--- config.mk ---
export PLATFORM = sky130hd
export DESIGN_NAME = wdog_two_stage
export DESIGN_NICKNAME = d
export VERILOG_FILES = /design/src/rtl/wdog_pkg.sv /design/src/rtl/wdog_regs.sv /design/src/rtl/wdog_ctr.sv /design/src/rtl/wdog_seq.sv /design/src/rtl/wdog_two_stage.sv
export SDC_FILE = /design/constraint.sdc
export NUM_CORES = 1
export LEC_CHECK = 0
export ABC_AREA = 1
export BUFFER_PORTS_ARGS = -buffer_cell sky130_fd_sc_hd__buf_2
export CAP_MARGIN = 25
export CELL_PAD_IN_SITES_DETAIL_PLACEMENT = 1
export CELL_PAD_IN_SITES_GLOBAL_PLACEMENT = 1
export CORE_MARGIN = 5
export CORE_UTILIZATION = 44
export DETAILED_ROUTE_END_ITERATION = 7
export PLACE_DENSITY_LB_ADDON = 0.1
export SLEW_MARGIN = 10
export SYNTH_ARGS = -nofsm -noshare
export SYNTH_HDL_FRONTEND = slang
export SYNTH_SLANG_ARGS = --single-unit
--- constraint.sdc ---
create_clock -name clk -period 2.9 [get_ports clk]
set_input_delay 0.145 -clock clk [delete_from_list [all_inputs] [get_ports clk]]
set_output_delay 0.145 -clock clk [all_outputs]
set_load 0.01 [all_outputs]
--- src/rtl/wdog_pkg.sv ---
// Shared types for the two-stage watchdog.
// Assumes a 3-bit register address space; control layout is fixed here.
package wdog_pkg;

    localparam int ADDR_W = 3;

    localparam logic [ADDR_W-1:0] A_CTRL  = 3'd0;
    localparam logic [ADDR_W-1:0] A_LOADA = 3'd1;
    localparam logic [ADDR_W-1:0] A_LOADB = 3'd2;
    localparam logic [ADDR_W-1:0] A_FLAGS = 3'd3;
    localparam logic [ADDR_W-1:0] A_KICK  = 3'd4;
    localparam logic [ADDR_W-1:0] A_COUNT = 3'd5;

    localparam int CTRL_W = 6;

    // Control register, LSB is run.
    typedef struct packed {
        logic [1:0] kind;   // [5:4] interrupt delivery type
        logic       mask;   // [3]   1 = timeout pin not driven
        logic       fine;   // [2]   1 = fine placement of preload
        logic       free;   // [1]   1 = free-running square wave
        logic       run;    // [0]   1 = counting
    } ctrl_t;

    typedef enum logic [2:0] {
        ST_IDLE  = 3'd0,
        ST_ARM   = 3'd1,
        ST_GRACE = 3'd2,
        ST_TRIP  = 3'd3,
        ST_FREE  = 3'd4
    } stage_e;

endpackage

--- src/rtl/wdog_regs.sv ---
// Register file of the watchdog: control, two preloads, write-1-to-clear
// flags, kick strobe and combinational read mux.
// Assumes DATA_W is wider than both PRE_W and the control width.
module wdog_regs
    import wdog_pkg::*;
#(
    parameter int PRE_W  = 20,
    parameter int DATA_W = 32
) (
    input  logic              clk,
    input  logic              rst_n,
    input  logic [ADDR_W-1:0] addr,
    input  logic [DATA_W-1:0] wdata,
    input  logic              wr_en,
    input  logic              set_flag1,
    input  logic              set_trip,
    input  logic [PRE_W-1:0]  snap,
    output ctrl_t             ctrl,
    output logic [PRE_W-1:0]  pre_a,
    output logic [PRE_W-1:0]  pre_b,
    output logic              kick,
    output logic [DATA_W-1:0] rdata
);

    localparam int USE_W = (PRE_W > CTRL_W) ? PRE_W : CTRL_W;

    logic flag1;
    logic trip;
    logic wr_ctrl, wr_a, wr_b, wr_flags;
    logic unused_wdata_bits;

    assign unused_wdata_bits = ^wdata[DATA_W-1:USE_W];

    // Decode the write strobes per register.
    always_comb begin
        wr_ctrl  = wr_en && (addr == A_CTRL);
        wr_a     = wr_en && (addr == A_LOADA);
        wr_b     = wr_en && (addr == A_LOADB);
        wr_flags = wr_en && (addr == A_FLAGS);
        kick     = wr_en && (addr == A_KICK);
    end

    // Control register; mode and scale frozen while running.
    always_ff @(posedge clk) begin
        if (!rst_n) begin
            ctrl <= '0;
        end else if (wr_ctrl) begin
            ctrl.run  <= wdata[0];
            ctrl.mask <= wdata[3];
            ctrl.kind <= wdata[5:4];
            if (!ctrl.run) begin
                ctrl.free <= wdata[1];
                ctrl.fine <= wdata[2];
            end
        end
    end

    // Preload registers, writable only while stopped.
    always_ff @(posedge clk) begin
        if (!rst_n) begin
            pre_a <= '1;
            pre_b <= '1;
        end else if (!ctrl.run) begin
            if (wr_a) pre_a <= wdata[PRE_W-1:0];
            if (wr_b) pre_b <= wdata[PRE_W-1:0];
        end
    end

    // Status flags: hardware set wins over a write-1 clear.
    always_ff @(posedge clk) begin
        if (!rst_n) begin
            flag1 <= 1'b0;
            trip  <= 1'b0;
        end else begin
            flag1 <= set_flag1 | (flag1 & ~(wr_flags & wdata[0]));
            trip  <= set_trip  | (trip  & ~(wr_flags & wdata[1]));
        end
    end

    // Read mux.
    always_comb begin
        rdata = '0;
        unique case (addr)
            A_CTRL:  rdata[CTRL_W-1:0] = ctrl;
            A_LOADA: rdata[PRE_W-1:0]  = pre_a;
            A_LOADB: rdata[PRE_W-1:0]  = pre_b;
            A_FLAGS: rdata[1:0]        = {trip, flag1};
            A_COUNT: rdata[PRE_W-1:0]  = snap;
            default: rdata             = '0;
        endcase
    end


    preload_lock_chk: assert property (@(posedge clk) disable iff (!rst_n)
        (ctrl.run && $past(ctrl.run)) |-> ($stable(pre_a) && $stable(pre_b)));


    mode_lock_chk: assert property (@(posedge clk) disable iff (!rst_n)
        (ctrl.run && $past(ctrl.run)) |-> ($stable(ctrl.free) && $stable(ctrl.fine)));


    trip_sticky_chk: assert property (@(posedge clk) disable iff (!rst_n)
        (trip && !(wr_en && addr == A_FLAGS && wdata[1])) |=> trip);

endmodule

--- src/rtl/wdog_ctr.sv ---
// Down-counter of the watchdog. Loads a preload placed at a coarse or fine
// bit position, decrements while running, reports zero and a top-bit snapshot.
// Assumes SHIFT_FAST + PRE_W <= CNT_W.
module wdog_ctr #(
    parameter int CNT_W      = 35,
    parameter int PRE_W      = 20,
    parameter int SHIFT_FAST = 5
) (
    input  logic             clk,
    input  logic             rst_n,
    input  logic             load,
    input  logic             sel_b,
    input  logic             fine,
    input  logic             run,
    input  logic [PRE_W-1:0] pre_a,
    input  logic [PRE_W-1:0] pre_b,
    output logic             zero,
    output logic [PRE_W-1:0] snap
);

    localparam int SHIFT_SLOW = CNT_W - PRE_W;

    logic [CNT_W-1:0] cnt;
    logic [CNT_W-1:0] ext;
    logic [CNT_W-1:0] load_val;

    // Place the selected preload at the scale-dependent position.
    always_comb begin
        ext      = CNT_W'(sel_b ? pre_b : pre_a);
        load_val = fine ? (ext << SHIFT_FAST) : (ext << SHIFT_SLOW);
    end

    // Counter register: load has priority, then decrement toward zero.
    always_ff @(posedge clk) begin
        if (!rst_n)
            cnt <= '0;
        else if (load)
            cnt <= load_val;
        else if (run && cnt != '0)
            cnt <= cnt - CNT_W'(1);
    end

    assign zero = (cnt == '0);
    assign snap = cnt[CNT_W-1 -: PRE_W];


    count_step_chk: assert property (@(posedge clk) disable iff (!rst_n)
        (run && !load && cnt != '0) |=> (cnt == $past(cnt) - CNT_W'(1)));


    count_hold_chk: assert property (@(posedge clk) disable iff (!rst_n)
        (!run && !load) |=> $stable(cnt));

endmodule

--- src/rtl/wdog_seq.sv ---
// Stage sequencer of the watchdog: picks what to load, when to interrupt,
// when to trip and when to toggle the timeout state.
// Assumes the counter reports zero for the value it holds this cycle.
module wdog_seq
    import wdog_pkg::*;
(
    input  logic   clk,
    input  logic   rst_n,
    input  logic   run_en,
    input  logic   free_mode,
    input  logic   kick,
    input  logic   zero,
    output logic   load,
    output logic   sel_b,
    output logic   cnt_run,
    output logic   set_flag1,
    output logic   set_trip,
    output logic   irq,
    output logic   out_state
);

    stage_e stage, stage_nxt;
    logic   toggle;

    // Next stage and load control.
    always_comb begin
        stage_nxt = stage;
        load      = 1'b0;
        sel_b     = 1'b0;
        set_flag1 = 1'b0;
        set_trip  = 1'b0;
        toggle    = 1'b0;
        if (!run_en) begin
            stage_nxt = ST_IDLE;
        end else begin
            unique case (stage)
                ST_IDLE: begin
                    load = 1'b1;
                    if (free_mode) begin
                        sel_b     = 1'b1;
                        stage_nxt = ST_FREE;
                    end else begin
                        stage_nxt = ST_ARM;
                    end
                end
                ST_ARM: begin
                    if (kick) begin
                        load = 1'b1;
                    end else if (zero) begin
                        load      = 1'b1;
                        sel_b     = 1'b1;
                        set_flag1 = 1'b1;
                        stage_nxt = ST_GRACE;
                    end
                end
                ST_GRACE: begin
                    if (kick) begin
                        load      = 1'b1;
                        stage_nxt = ST_ARM;
                    end else if (zero) begin
                        set_trip  = 1'b1;
                        stage_nxt = ST_TRIP;
                    end
                end
                ST_TRIP: begin
                    if (kick) begin
                        load      = 1'b1;
                        stage_nxt = ST_ARM;
                    end
                end
                ST_FREE: begin
                    if (zero) begin
                        load   = 1'b1;
                        sel_b  = 1'b1;
                        toggle = 1'b1;
                    end
                end
                default: stage_nxt = ST_IDLE;
            endcase
        end
    end

    assign cnt_run = (stage == ST_ARM) || (stage == ST_GRACE) || (stage == ST_FREE);

    // Stage register.
    always_ff @(posedge clk) begin
        if (!rst_n) stage <= ST_IDLE;
        else        stage <= stage_nxt;
    end

    // One-cycle interrupt pulse at stage-one expiry.
    always_ff @(posedge clk) begin
        if (!rst_n) irq <= 1'b0;
        else        irq <= set_flag1;
    end

    // Timeout state: set by a trip, flipped by free-run expiry.
    always_ff @(posedge clk) begin
        if (!rst_n)        out_state <= 1'b0;
        else if (set_trip) out_state <= 1'b1;
        else if (toggle)   out_state <= ~out_state;
    end


    irq_pulse_chk: assert property (@(posedge clk) disable iff (!rst_n)
        irq |=> !irq);


    free_no_irq_chk: assert property (@(posedge clk) disable iff (!rst_n)
        (stage == ST_FREE) |-> !irq);


    out_rise_chk: assert property (@(posedge clk) disable iff (!rst_n)
        $rose(out_state) |-> ($past(stage) == ST_GRACE || $past(stage) == ST_FREE));


    trip_holds_out_chk: assert property (@(posedge clk) disable iff (!rst_n)
        (stage == ST_TRIP) |-> out_state);

endmodule

--- src/rtl/wdog_two_stage.sv ---
// Top of the two-stage watchdog: register file, placed down-counter and
// stage sequencer, plus the masking of the timeout pin.
// Assumes a single clock; all inputs synchronous to it.
module wdog_two_stage
    import wdog_pkg::*;
#(
    parameter int CNT_W      = 35,
    parameter int PRE_W      = 20,
    parameter int SHIFT_FAST = 5,
    parameter int DATA_W     = 32
) (
    input  logic              clk,
    input  logic              rst_n,
    input  logic [2:0]        reg_addr,
    input  logic [DATA_W-1:0] reg_wdata,
    input  logic              reg_wr,
    output logic [DATA_W-1:0] reg_rdata,
    output logic              irq_req,
    output logic [1:0]        irq_kind,
    output logic              tmo_out,
    output logic              tmo_oe
);

    ctrl_t            ctrl;
    logic [PRE_W-1:0] pre_a, pre_b, snap;
    logic             kick, zero, load, sel_b, cnt_run;
    logic             set_flag1, set_trip, out_state;

    wdog_regs #(.PRE_W(PRE_W), .DATA_W(DATA_W)) regs_i (
        .clk(clk), .rst_n(rst_n), .addr(reg_addr), .wdata(reg_wdata),
        .wr_en(reg_wr), .set_flag1(set_flag1), .set_trip(set_trip),
        .snap(snap), .ctrl(ctrl), .pre_a(pre_a), .pre_b(pre_b),
        .kick(kick), .rdata(reg_rdata)
    );

    wdog_ctr #(.CNT_W(CNT_W), .PRE_W(PRE_W), .SHIFT_FAST(SHIFT_FAST)) ctr_i (
        .clk(clk), .rst_n(rst_n), .load(load), .sel_b(sel_b),
        .fine(ctrl.fine), .run(cnt_run), .pre_a(pre_a), .pre_b(pre_b),
        .zero(zero), .snap(snap)
    );

    wdog_seq seq_i (
        .clk(clk), .rst_n(rst_n), .run_en(ctrl.run), .free_mode(ctrl.free),
        .kick(kick), .zero(zero), .load(load), .sel_b(sel_b),
        .cnt_run(cnt_run), .set_flag1(set_flag1), .set_trip(set_trip),
        .irq(irq_req), .out_state(out_state)
    );

    // Pin masking and interrupt type pass-through.
    always_comb begin
        tmo_oe   = ~ctrl.mask;
        tmo_out  = out_state & ~ctrl.mask;
        irq_kind = ctrl.kind;
    end

endmodule

**Word-level counts from Yosys, hierarchy flattened**

Cells that the tools add are included.

- Register bits: 88
- Input port bits: 38
- Output and inout bits: 37
- Logic and storage cells: 91

- $add $sub $neg: 1
- Equal/unequal tests: 13
- Muxes and demuxes: 31
- Bitwise logic cells: 13
- Reduce and logical (&&, ||, !) cells: 20

Operators by type and width:

| cell | number |
|---|---|
| $mux W35 | 3 |
| $pmux W14 S3 | 1 |
| $logic_not A35 Y1 | 1 |
| $reduce_bool A35 Y1 | 1 |
| $sub A35 B1 Y35 const B | 1 |
| $mux W20 | 1 |
| $mux W3 | 6 |
| $pmux W4 S4 | 1 |
| $mux W1 | 15 |
| $pmux W3 S5 | 1 |
| $eq A3 B2 Y1 const B | 4 |
| $pmux W2 S5 | 1 |
| $eq A3 B3 Y1 const B | 3 |
| $reduce_and A2 Y1 | 4 |
| $eq A3 B1 Y1 const B | 2 |
| $logic_and A1 B1 Y1 | 6 |
| $logic_not A3 Y1 | 2 |
| $ne A2 B2 Y1 const B | 3 |
| $not A1 Y1 | 6 |
| $and A1 B1 Y1 | 5 |
| $reduce_and A5 Y1 | 1 |
| $pmux W1 S4 | 1 |
| $reduce_bool A2 Y1 | 2 |
| $ne A3 B3 Y1 const B | 1 |
| other kinds (4) | 6 |

**Logic depth before layout (Yosys ltp)**

Gate-level depths: netlist of run 1.

- Depth after elaboration: 8
- Gate-level depth with buffers: 17
- Gate-level depth less buffers: 16

**Hierarchy**

A second synthesis of run 1 with hierarchy kept.

- Cells, all modules: 1,002
- Area total of the unflattened synthesis: 5,983.2 um^2

By module, submodules not included:

| module | instances | cells an instance | area each (um^2) | sequential area each (um^2) |
|---|---|---|---|---|
| wdog_ctr | 1 | 590 | 3,235.6 | 700.7 |
| wdog_regs | 1 | 346 | 2,329.7 | 960.9 |
| wdog_seq | 1 | 63 | 404.1 | 100.1 |
| wdog_two_stage | 1 | 3 | 13.8 | 0.0 |

**Worst setup path before layout of run 1**

No wires, ideal clock.

- Kind: register to register
- Start: reg ctr_i.cnt[0]
- End: reg ctr_i.cnt[23]
- Library setup time: 109 ps
- Data arrival time: 1,825 ps
- Required time: 2,791 ps
- Slack: 966 ps
- Cell stages (with the launch flop): 17
- Buffers on the path: 1
- Period minus slack after synthesis: 1,934 ps
- Cells stage by stage: dfxtp_1 > inv_1 > ha_1 > nand2_2 > nor2_4 > nand2_4 > nor2_4 > nand2_2 > nand2_2 > nand2_2 > nand3_2 > nand2_4 > buf_2 > o21ai_0 > nand3_1 > nand2_1 > inv_1

- Longest elaborated chain between the ends: 8
- Elaborated cells between the ends (all ways): 16
- Classes of those cells: add/sub: 1; mux: 11; reduce/logical: 4

RTL lines:

| what | line | RTL |
|---|---|---|
| from (decl) | wdog_ctr.sv:23 | `logic [CNT_W-1:0] cnt;` |
| from (signal assigned) | wdog_ctr.sv:38 | `cnt <= load_val;` |
| from (signal assigned) | wdog_ctr.sv:40 | `cnt <= cnt - CNT_W'(1);` |
| $logic_not A35 Y1 | wdog_ctr.sv:43 | `assign zero = (cnt == '0);` |
| $mux W1 | wdog_seq.sv:49, wdog_seq.sv:72 |  |
| $mux W1 | wdog_seq.sv:47 | `if (kick) begin` |
| $pmux W1 S3 | wdog_seq.sv:36 | `unique case (stage)` |
| $mux W1 | wdog_seq.sv:33 | `if (!run_en) begin` |
| $mux W20 | wdog_ctr.sv:29 | `ext = CNT_W'(sel_b ? pre_b : pre_a);` |
| $mux W35 | wdog_ctr.sv:30 | `load_val = fine ? (ext << SHIFT_FAST) : (ext << SHIFT_SLOW);` |
| $mux W35 | wdog_ctr.sv:37 | `else if (load)` |

Parallel ways exist; a longest one is shown, timed or not. The select of a mux whose other input is x is not followed.
A chain may end at the register's enable or synchronous reset.

**Worst setup path in the final report of run 1**

- Start: reg ctr_i.cnt[0]
- End: reg ctr_i.cnt[16]

The elaborated chain is that of the path after synthesis.

==> results list, run 1 <==
* Floorplan die area: 14200 um^2
- Number of top-level pins: 75
* Clock network power share: 38.3%
- Commonest register cell after synthesis: sky130_fd_sc_hd__dfxtp_1
- For this block, the initial DRC count from the detailed router was 328.
* Count of unique library cells instantiated by Yosys: 38
* CP endpoint kind: flop
- Routed signal wires occupy layers up through met4.
- Initial Util: between 40% and 50%
- In this run the worst hold path is classified as in2reg.
* Switching component of the power: 1.10 mW
* CTS root buffer: sky130_fd_sc_hd__clkbuf_16
- Timing-limited maximum frequency: 391 MHz
- No sink is reached through more buffers than the 2 on the longest clock path.
- Detailed routing placed a total of 795 um of wire on met3.
- The routed design has 17800 um of wire.
- The run finished with clean final reports.
* Peak ir drop on the vdd network: slightly above 0.3 mV
- Largest fanout on the critical path: 20
- Worst clock skew: 0.00728 ns
- DRT Pass-1 Iters: 5
- Met2 wirelength from detailed routing: 8170 um
- Summed over all layers, the global routing overflow is 0.
- Global placement routability congestion: 0.859
* TritonCTS clock tree: done
- Counting flops with a built-in enable in the synthesized netlist gives 0.
- Gate Count Post-Synth: 823
- Via total after detailed routing: 5569
* Nature of the critical path startpoint: flop
- Synthesized cell area: 5260 um^2
* Portion of total power attributed to sequential cells: 37.8%
- Time the final worst path needs with I/O delays and setup: ~2.6 ns
* Number of nets in the layout: 894
- Largest net degree at the start of global routing: 41
- Metal-1 WL: about 8400 um
* Required time of the critical path: 3.15 ns
- Total Power Consumption: 3.53 mW
- Fraction of synthesis flops using an asynchronous set or reset pin: 0%
- HPWL after detailed placement: 13100 um
- Register bit count reported by yosys: 88
* Number of instances resized during post-cts repair: 0
- Die Span X: about 120 um
- Core area: 11900 um^2
* Max_cap viols: 0
* Global Route Usage Sum: approximately 25%
- Number of filler cells placed in the layout: ~1600
- Cell internal power was estimated by the tool at 2.43 mW.
- Insertion delay to the later sink of the worst-skew pair: 0.35 ns
- TritonCTS created 9 clock buffers.
* P per Cell Area: between 500 and 600 nW/um^2
* Vias in the first global route: approximately 5600
- TNS Setup: 0 ns
- Setup repair after global routing missed its margin: no
* Static power due to leakage: about 2.9 nW
- Data arrival, critical path: 2.81 ns
* Finished Core Util: 49.6%
- Sequential elements use roughly 33% of the synthesized area.
- Height of the die: 119 um
- Area of the multi-input gates: 2990 um^2
- Antenna cells: 0
* Worst-margin pin slew: 0.742 ns
* Avg WL per Cell: 17.7 um
- Clock-pin slew on the worst setup and hold paths: 0.07 ns
- Compared with the post-synthesis result, the final layout area differs by 11.9%.
* DRT antenna net count: 0
- In the final layout, flip-flops and latches occupy 1760 um^2.
- Layout cells sized above 1: 12.1%
* Final count of negative-setup-slack endpoints: 0
* Share of power burned in combinational logic: 23.9%
* Wire length of the first global-routing pass: just under 30000 um
* Hold buffer count at cts: 0
- Average cell area after synthesis: between 6 and 7 um^2
- Average vias per placed instance: 5.54
- For this run, the number of Yosys warnings is 0.
- Clock sinks: 88
- Number of buffers added on ports: 50
* Switching fraction of total power: 31.3%
- In this run the post-CTS setup repair buffer count came out at 0.
- Measured against its own limit, the worst slew margin works out to 50.5%.
- The final-report max-slew violation count came to 0.
* FP Rows: 40
* Critical path class: reg2reg
- Period utilization: between 80% and 90%
* Antenna violations before repair: 0
- DR DRC count: 0
- The number of hold violations in the final report is 0.
* CTS H-tree depth: 3
## flip-flops by register name, summed over array words and instances, names as in the netlist
signal           count
regs_i.flag1         1
seq_i.irq            1
seq_i.out_state      1
seq_i.stage          3
regs_i.trip          1
regs_i.ctrl          6
regs_i.pre_a        20
ctr_i.cnt           35
regs_i.pre_b        20
## metrics by stage
step / instances / cell area, um^2 / hold WS, ns / worst slack [ns]
after floorplan: 834 / 5300 / 0.258 / 0.966
after global placement: 991 / 5550 / 0.357 / 0.461
after detailed placement: 991 / 5550 / 0.363 / 0.385
after CTS: 1006 / 5880 / 0.000913 / 0.324
after global routing: 1006 / 5880 / 0.0186 / 0.129
final: 1006 / 5880 / 0.0114 / 0.342
## cell type report
cell class              instances  share of cell area [%]
multi-input cells             626                    50.9
clock inverters                 3                    1.53
clock buffers                  12                    4.19
flip-flops and latches         88                    29.9
well taps                     147                    3.13
repair buffers                 65                    6.17
inverters                      65                    4.15
## power groups by stage
stage                     registers, mW  logic, mW  clock network [mW]
final                              1.33      0.845                1.35
after global routing               1.34      0.945                1.42
after CTS                          1.33      0.846                1.37
after detailed placement           1.36      0.833                   0
after global placement             1.35      0.798                   0
after floorplan                    1.33      0.630                   0
## layout by cell type, fill, tap and decap left out, types with 3 or more instances in the layout
cell	Yosys	final
sky130_fd_sc_hd__nor2_1	62	62
sky130_fd_sc_hd__nand2_2	4	4
sky130_fd_sc_hd__clkbuf_16	0	9
sky130_fd_sc_hd__nor3_2	1	4
sky130_fd_sc_hd__nor2_2	3	3
sky130_fd_sc_hd__conb_1	1	12
sky130_fd_sc_hd__buf_2	6	50
sky130_fd_sc_hd__nand3_1	96	96
sky130_fd_sc_hd__nand4_1	3	3
sky130_fd_sc_hd__xnor2_1	8	8
sky130_fd_sc_hd__nor4_1	4	4
sky130_fd_sc_hd__o21ai_1	12	12
sky130_fd_sc_hd__nand2_4	3	3
sky130_fd_sc_hd__dfxtp_1	88	88
sky130_fd_sc_hd__a21oi_1	28	28
sky130_fd_sc_hd__nor2_4	5	5
sky130_fd_sc_hd__o21ai_0	53	53
sky130_fd_sc_hd__a22oi_1	20	20
sky130_fd_sc_hd__nand2_1	261	261
sky130_fd_sc_hd__xor2_1	13	13
sky130_fd_sc_hd__bufinv_16	0	3
sky130_fd_sc_hd__or2_2	4	4
sky130_fd_sc_hd__inv_1	54	54
sky130_fd_sc_hd__nor3_1	13	10
sky130_fd_sc_hd__nand3b_1	3	3
sky130_fd_sc_hd__buf_4	19	15
sky130_fd_sc_hd__o211ai_1	7	7
sky130_fd_sc_hd__clkinv_1	10	10
## worst max-delay path: stages (launching register included)
cell,delay [ns]
sky130_fd_sc_hd__dfxtp_1,0.34
sky130_fd_sc_hd__inv_1,0.13
sky130_fd_sc_hd__ha_1,0.21
sky130_fd_sc_hd__nand2_2,0.09
sky130_fd_sc_hd__nor2_4,0.22
sky130_fd_sc_hd__nand2_4,0.10
sky130_fd_sc_hd__nor2_4,0.19
sky130_fd_sc_hd__nand3_1,0.15
sky130_fd_sc_hd__nand3_1,0.21
sky130_fd_sc_hd__nand2_1,0.07
sky130_fd_sc_hd__buf_4,0.22
sky130_fd_sc_hd__nand2_1,0.09
sky130_fd_sc_hd__nand2_1,0.14
sky130_fd_sc_hd__nand2_1,0.11
sky130_fd_sc_hd__nand3_1,0.07
sky130_fd_sc_hd__nand2_1,0.07
sky130_fd_sc_hd__inv_1,0.04
## routing by layer
| metal | vias to the layer above | global-route usage [%] |
|---|---|---|
| met5 | - | 0 |
| met3 | 29 | 3.37 |
| met2 | 140 | 39.8 |
| li1 | 2724 | - |
| met1 | 2676 | 35.8 |
| met4 | 0 | 9.38 |
## cells by family (layout without fill, tap and decap cells)
logic type                 count (synthesis)  after routing  share of synthesized area [%]
buffers and inverters                    120            145                           10.6
other                                      1             12                         0.0713
DFF                                       88             88                           33.5
AOI/OAI and AO/OA                        128            128                           13.8
xor gates and xnor gates                  21             21                           3.50
adders and majority gates                  1              1                          0.238
and+or+nand+nor                          464            464                           38.2
## cells in the mapped netlist (2+ instances only)
| master | count | area, um^2 |
|---|---|---|
| sky130_fd_sc_hd__nor3_1 | 13 | 65.1 |
| sky130_fd_sc_hd__nand2_1 | 261 | 980 |
| sky130_fd_sc_hd__nor4_1 | 4 | 25.0 |
| sky130_fd_sc_hd__nor2_4 | 5 | 56.3 |
| sky130_fd_sc_hd__a21oi_1 | 28 | 140 |
| sky130_fd_sc_hd__o21ai_0 | 53 | 265 |
| sky130_fd_sc_hd__xnor2_1 | 8 | 70.1 |
| sky130_fd_sc_hd__clkbuf_1 | 25 | 93.8 |
| sky130_fd_sc_hd__nand2_2 | 4 | 25.0 |
| sky130_fd_sc_hd__or2_2 | 4 | 25.0 |
| sky130_fd_sc_hd__buf_2 | 6 | 30.0 |
| sky130_fd_sc_hd__nor2_1 | 62 | 233 |
| sky130_fd_sc_hd__clkinv_1 | 10 | 37.5 |
| sky130_fd_sc_hd__nand3b_1 | 3 | 22.5 |
| sky130_fd_sc_hd__o211ai_1 | 7 | 52.6 |
| sky130_fd_sc_hd__a211oi_1 | 2 | 15.0 |
| sky130_fd_sc_hd__o21ai_1 | 12 | 60.1 |
| sky130_fd_sc_hd__buf_4 | 19 | 143 |
| sky130_fd_sc_hd__dfxtp_1 | 88 | 1760 |
| sky130_fd_sc_hd__a31oi_1 | 2 | 12.5 |
| sky130_fd_sc_hd__nor2_2 | 3 | 18.8 |
| sky130_fd_sc_hd__buf_6 | 4 | 45.0 |
| sky130_fd_sc_hd__xor2_1 | 13 | 114 |
| sky130_fd_sc_hd__a22oi_1 | 20 | 150 |
| sky130_fd_sc_hd__nand3_1 | 96 | 480 |
| sky130_fd_sc_hd__o31ai_1 | 2 | 15.0 |
| sky130_fd_sc_hd__nand2_4 | 3 | 33.8 |
| sky130_fd_sc_hd__inv_1 | 54 | 203 |
| sky130_fd_sc_hd__nand4_1 | 3 | 18.8 |
## path summary, 6_finish.rpt
path / start / end / slack [ns] / cells after the start
worst max-delay path: ctr_i.cnt[0] / ctr_i.cnt[16] / 0.34 / 16
worst min-delay path: reg_wdata[19] / regs_i.pre_a[19] / 0.01 / 3
worst max register to register: ctr_i.cnt[0] / ctr_i.cnt[16] / 0.34 / 16
worst min register to register: regs_i.trip / regs_i.trip / 0.48 / 2
Power figures use the tool's default switching activity.
==> run 2, diff against run 1 <==
- BUFFER_PORTS_ARGS: -buffer_cell sky130_fd_sc_hd__buf_2 -> unset
- CORE_UTILIZATION: 44 -> 45
- DONT_BUFFER_PORTS: unset -> 1
==> results list, run 2 (synthesis results as in run 1) <==
- The total power divided by cell area was 587 nW/um^2 (was 600 nW/um^2).
* Initial Util: 46.1% (was 44.3%)
- The area added between synthesis and finish is 11.4% (was 11.9%).
* Hold buffer count at cts: 22 (was 0)
- The via count of the first global-routing pass came to 5742 (was 5577).
- Largest register FFs: 35 (unchanged)
* TritonCTS Buffers: 9 (unchanged)
- Data arrival, critical path: 2.78 ns (was 2.81 ns)
- Commonest non-fill, non-tap cells in the layout: sky130_fd_sc_hd__nand2_1 (261), sky130_fd_sc_hd__nand3_1 (96), sky130_fd_sc_hd__dfxtp_1 (88) (unchanged)
- Global placement routability congestion: 0.894 (was 0.859)
* Wire length of the first global-routing pass: 29800 um (was 29300 um)
- Run status: completed (unchanged)
* CTS H-tree depth: 3 (unchanged)
- Total Power Consumption: 3.44 mW (was 3.53 mW)
- Avg WL per Cell: 18.5 um (was 17.7 um)
- The maximum vdd ir drop came to 0.354 mV (was 0.306 mV).
* CTS root buffer: sky130_fd_sc_hd__clkbuf_16 (unchanged)
- The worst clock skew is 0.00991 ns (was 0.00728 ns).
- Critical path class: reg2reg (unchanged)
- The maximum clock frequency is 393 MHz (was 391 MHz).
* Worst slew margin relative to its limit: 57.3% (was 50.5%)
- The die extent in x was 118 um (was 119 um).
* TritonCTS clock tree: done (unchanged)
* FP Rows: 39 (was 40)
- Number of slew-limit violations in the final report: 0 (unchanged)
- Setup repair after global routing missed its margin: no (unchanged).
- Hold Path Class: in2reg (unchanged)
- Via total after detailed routing: 5490 (was 5569)
* Number of setup buffers added after CTS: 0 (unchanged)
* Global Route Usage Sum: 26.0% (was 25.5%)
* Worst-margin pin slew: 0.636 ns (was 0.742 ns)
* Period utilization: 87.8% (was 88.2%)
* Core area: 11400 um^2 (was 11900 um^2)
- Largest registers: ctr_i.cnt: 35 flops, regs_i.pre_a: 20 flops, regs_i.pre_b: 20 flops (unchanged).
* Layout cells sized above 1: 6.97% (was 12.1%)
- The leading cell type in the layout, fill and taps excluded was sky130_fd_sc_hd__nand2_1 (unchanged).
* TNS Setup: 0 ns (unchanged)
- Finished Core Util: 51.3% (was 49.6%)
- The die boundary height was 118 um (was 119 um).
- Remaining global-route overflow: 0 (unchanged)
- The final setup violation count is 0 (unchanged).
- The number of antenna cells inserted is 0 (unchanged).
- DRT antenna net count: 0 (unchanged)
- Nature of the critical path startpoint: flop (unchanged)
- Time the final worst path needs with I/O delays and setup: 2.55 ns (was 2.56 ns)
* Post-route worst hold slack: 0.00419 ns (was 0.0114 ns)
- The I/O pin total was 75 (unchanged).
* Largest fanout on the critical path: 22 (was 20)
* Average vias per placed instance: 5.63 (was 5.54)
- The static leakage power was 2.81 nW (was 2.94 nW).
* Insertion delay to the later sink of the worst-skew pair: 0.35 ns (about the same)
- The area of the die was 13900 um^2 (was 14200 um^2).
* Number of instances resized during post-cts repair: 0 (unchanged)
- Clock-pin slew on the worst setup and hold paths: 0.07 ns (about the same)
- The first-pass detailed-route iteration total was 4 (was 5).
* Number of nets in the layout: 867 (was 894)
* Biggest register: ctr_i.cnt (unchanged)
- Final wirelength: 18100 um (was 17800 um)
* Largest net degree at the start of global routing: 69 (was 41)
- Number of buffers added on ports: 0 (was 50)
- The maximum count of clock buffers along a single path came to 2 (unchanged).
* HPWL after detailed placement: 12600 um (was 13100 um)
- Antenna violations before repair: 0 (unchanged)
- The data required time at the worst endpoint was 3.13 ns (was 3.15 ns).
- The count of maximum capacitance violations was 0 (unchanged).
- CP endpoint kind: flop (unchanged)
* Clock sinks: 88 (unchanged)
- The number of hold violations in the final report was 0 (unchanged).
- The post-detailed-route DRC marker count came to 0 (unchanged).
* Number of DRC markers after the initial detailed-route iteration: 226 (was 328)
run 2: cell types whose count changed in the layout (fill, tap and decap cells not counted), sizes merged:
cell / before / now
clkinv: 10 / 12
clkinvlp: 0 / 1
clkbuf: 12 / 10
dlygate4sd3: 0 / 21
buf: 65 / 17
bufinv: 3 / 2
run 2: where the power goes:
part / internal [mW] / switching, mW / total [mW]
clock network: 0.774 / 0.505 / 1.28
registers: 1.26 / 0.0673 / 1.33
logic: 0.302 / 0.530 / 0.832
run 2: final cells by class:
class	count	area, um^2
Clock buffer	10	239
Timing Repair Buffer	38	358
Multi-Input combinational cell	626	2990
Sequential cell	88	1760
Clock inverter	5	81.3
Inverter	65	244
Tap cell	143	179
Fill cell	1552	5560
run 2: routing by layer:
metal / share of wire, % / up-vias / track usage, %
met2: 51 / 114 / 47.0
met4: 1.4 / 0 / 8.03
met1: 43 / 2689 / 31.4
li1: - / 2670 / -
met5: 0 / - / 0
met3: 4.5 / 17 / 4.28
run 2: worst max-delay path, cell delays in order, from the launching register on:
cell	delay, ns
sky130_fd_sc_hd__dfxtp_1	0.48
sky130_fd_sc_hd__nor2_1	0.11
sky130_fd_sc_hd__nand2_1	0.08
sky130_fd_sc_hd__buf_4	0.27
sky130_fd_sc_hd__clkinv_1	0.59
sky130_fd_sc_hd__nand2_1	0.22
sky130_fd_sc_hd__nand3_1	0.09
sky130_fd_sc_hd__dlygate4sd3_1	0.59
run 2: worst paths after layout:
kind         depth (start not counted)               to      startpoint  slack, ns
max                                  7  regs_i.pre_a[3]  regs_i.ctrl[0]       0.35
min                                  4    ctr_i.cnt[20]           rst_n      0.004
max reg2reg                          7  regs_i.pre_a[3]  regs_i.ctrl[0]       0.35
min reg2reg                          2      regs_i.trip     regs_i.trip       0.49
run 2: stage by stage:
stage	cells	setup WS, ns	instance area [um^2]
final	975	0.354	5860
after global routing	975	0.160	5860
after global placement	938	0.515	5300
after floorplan	834	0.966	5300
after detailed placement	938	0.413	5300
after CTS	975	0.368	5860
==> run 3, diff against run 2 <==
- PLACE_DENSITY: unset -> 0.8
- PLACE_DENSITY_LB_ADDON: 0.1 -> unset
==> results list, run 3 (synthesis results as in run 1) <==
- The clock transition at the registers of the reported paths came to 0.06 ns (was 0.07 ns).
- Global Route met3 Usage: 4.13% (was 4.28%)
- The count of clock tree sinks came to 88 (unchanged).
* Number of filler cells placed in the layout: 1540 (was 1552)
- Number of placed instances, taps included: 937 (was 938)
- The worst clock skew was 0.00833 ns (was 0.00991 ns).
- The number of antenna cells inserted came to 0 (unchanged).
- FP Rows: 39 (unchanged)
- TritonCTS clock tree: done (unchanged)
- Initial Util: 46.1% (unchanged)
* Average vias per placed instance: 5.73 (was 5.63)
* Antenna violations before repair: 0 (unchanged)
- Max Buffers Root-to-Sink: 2 (unchanged)
* Fin cells: 977 (was 975)
- Global placement routability congestion: 0.868 (was 0.894)
- The final period utilization is 88.8% (was 87.8%).
- The count of maximum capacitance violations was 0 (unchanged).
* Vias in the first global route: 5772 (was 5742)
- Via total after detailed routing: 5596 (was 5490)
- The first-pass GRT wire length came to 30000 um (was 29800 um).
- The total power divided by cell area is 588 nW/um^2 (was 587 nW/um^2).
- Floorplan die area: 13900 um^2 (unchanged)
* HPWL after detailed placement: 12500 um (was 12600 um)
- Layout cells sized above 1: 6.71% (was 6.97%)
- Core area: 11400 um^2 (unchanged)
- The core utilization of the finished layout was 51.4% (was 51.3%).
- Nature of the critical path startpoint: flop (unchanged)
- Hold Path Class: in2reg (unchanged)
* Timing-limited maximum frequency: 388 MHz (was 393 MHz)
* Met1 capacity usage during global routing: 32.9% (was 31.4%)
* CTS H-tree depth: 3 (unchanged)
* Met2 usage: 44.6% (was 47.0%)
- The worst path arrival time is 2.83 ns (was 2.78 ns).
* Peak-usage layer in the global routing report: met2 (unchanged)
- DR DRC count: 0 (unchanged)
- Number of top-level pins: 75 (unchanged)
- Setup repair after global routing missed its margin: no (unchanged)
- The sort of element at the end of the critical path is a flop (unchanged).
- TNS Setup: 0 ns (unchanged)
* Worst slew margin relative to its limit: 57.3% (about the same)
- The flip-flop count of the largest register, all copies and words added was 35 (unchanged).
* Number of nets in the layout: 868 (was 867)
- The clock latency at the later pin of the worst-skew pair was 0.35 ns (about the same).
- The number of hold violations in the final report was 0 (unchanged).
* Commonest non-fill, non-tap cells in the layout: sky130_fd_sc_hd__nand2_1 (261), sky130_fd_sc_hd__nand3_1 (96), sky130_fd_sc_hd__dfxtp_1 (88) (unchanged)
- Static power due to leakage: 2.82 nW (was 2.81 nW)
* Largest net degree at the start of global routing: 69 (unchanged)
- Cell-by-cell trace of the critical path: inv_1 > ha_1 > nand2_2 > nor2_4 > nand2_4 > nor2_4 > nand3_1 > nand3_1 > nand2_1 > buf_4 > nand2_1 > nand2_1 > nand2_1 > nand3_1 > nand2_1 > inv_1 (was nor2_1 > nand2_1 > buf_4 > clkinv_1 > nand2_1 > nand3_1 > dlygate4sd3_1).
- Final count of negative-setup-slack endpoints: 0 (unchanged)
* Remaining global-route overflow: 0 (unchanged)
- The total global routing track utilization came to 26.3% (was 26.0%).
- The worst-case setup margin in the final layout was 0.324 ns (was 0.354 ns).
* Number of DRC markers after the initial detailed-route iteration: 355 (was 226)
* DRT Pass-1 Iters: 5 (was 4)
- The actual transition at the worst max-transition pin is 0.636 ns (about the same).
- The maximum vdd ir drop came to 0.356 mV (was 0.354 mV).
* Largest registers: ctr_i.cnt: 35 flops, regs_i.pre_a: 20 flops, regs_i.pre_b: 20 flops (unchanged)
* Most frequent standard cell in the layout excluding fill and tap cells: sky130_fd_sc_hd__nand2_1 (unchanged)
- Time the final worst path needs with I/O delays and setup: 2.58 ns (was 2.55 ns)
- The final-report max-slew violation count was 0 (unchanged).
- The area added between synthesis and finish was 11.7% (was 11.4%).
- Slowest cell on crit path: sky130_fd_sc_hd__dfxtp_1 (was sky130_fd_sc_hd__clkinv_1)
- The clock tree root buffer cell is sky130_fd_sc_hd__clkbuf_16 (unchanged).
* Final wirelength: 18300 um (was 18100 um)
* Number of setup buffers added after CTS: 0 (unchanged)
- Required time of the critical path: 3.15 ns (was 3.13 ns)
- Height of the die: 118 um (unchanged)
- Crit-path max cell delay: 0.32 ns (was 0.59 ns)
- The critical path start-end classification is reg2reg (unchanged).
* Pre-CTS worst setup slack: 0.380 ns (was 0.413 ns)
- The routed wirelength normalized by instance count was 18.7 um (was 18.5 um).
* Die Span X: 118 um (unchanged)
- The count of buffers from port buffering came to 0 (unchanged).
- The number of buffers created by CTS was 9 (unchanged).
* DRT antenna net count: 0 (unchanged)
* Largest fanout on the critical path: 20 (was 22)
* Run status: completed (unchanged)
* Dominant cell type by count on the critical path: sky130_fd_sc_hd__nand2_1 (unchanged)
* Biggest register: ctr_i.cnt (unchanged)
## run 3: cell count changes in the layout (fill, tap and decap cells not counted)
cell,before,now
sky130_fd_sc_hd__clkbuf_1,0,2
sky130_fd_sc_hd__dlygate4sd3_1,21,23
sky130_fd_sc_hd__clkinv_2,1,0
sky130_fd_sc_hd__buf_4,16,15
sky130_fd_sc_hd__clkinvlp_4,1,0
sky130_fd_sc_hd__clkinv_4,1,2
## run 3: path summary, 6_finish.rpt
check	from	end	slack (ns)	depth (start not counted)
worst max-delay path	ctr_i.cnt[0]	ctr_i.cnt[24]	0.32	16
worst min register to register	ctr_i.cnt[0]	ctr_i.cnt[0]	0.49	2
worst min-delay path	rst_n	ctr_i.cnt[0]	0.02	2
worst max register to register	ctr_i.cnt[0]	ctr_i.cnt[24]	0.32	16
## run 3: stage by stage
stage	instance area, um^2	hold slack, ns	power (mW)
after CTS	5870	0.00595	3.46
after detailed placement	5290	0.239	2.12
final	5870	0.0181	3.46
after global routing	5870	0.00731	3.63
after floorplan	5300	0.258	1.96
after global placement	5290	0.236	2.09
## run 3: critical path: cells and delay by family (launching register included)
kind          cells  cell delay [ns]
simple gates     12             1.54
buf+inv           3             0.38
flops             1             0.32
fa+ha+maj         1             0.20
## run 3: cell type report
cell class,instances,area [um^2],area share [%]
clock buffers,12,246,4.20
clock inverters,4,77.6,1.32
inverters,65,244,4.15
multi-input cells,626,2990,51.0
flip-flops and latches,88,1760,30.0
well taps,143,179,3.05
repair buffers,39,370,6.31
## run 3: metal layers
layer	vias up	share of wire (%)	wire, um
met2	160	49	8960
met5	-	0	0
met4	0	2.9	530
met3	37	5.7	1050
li1	2666	-	-
met1	2733	42	7720
## run 3: what timing repair did
| item | 4_1_cts | 5_1_grt |
|---|---|---|
| resized for setup | 0 | 0 |
| endpoints found under the hold margin | 69 | 0 |
| hold buffers | 24 | 0 |
## run 3: report_power, final
part | internal, mW | total, mW | switching, mW
Sequential | 1.26 | 1.33 | 0.0681
Clock | 0.783 | 1.29 | 0.511
Combinational | 0.299 | 0.832 | 0.533
Total | 2.34 | 3.46 | 1.11
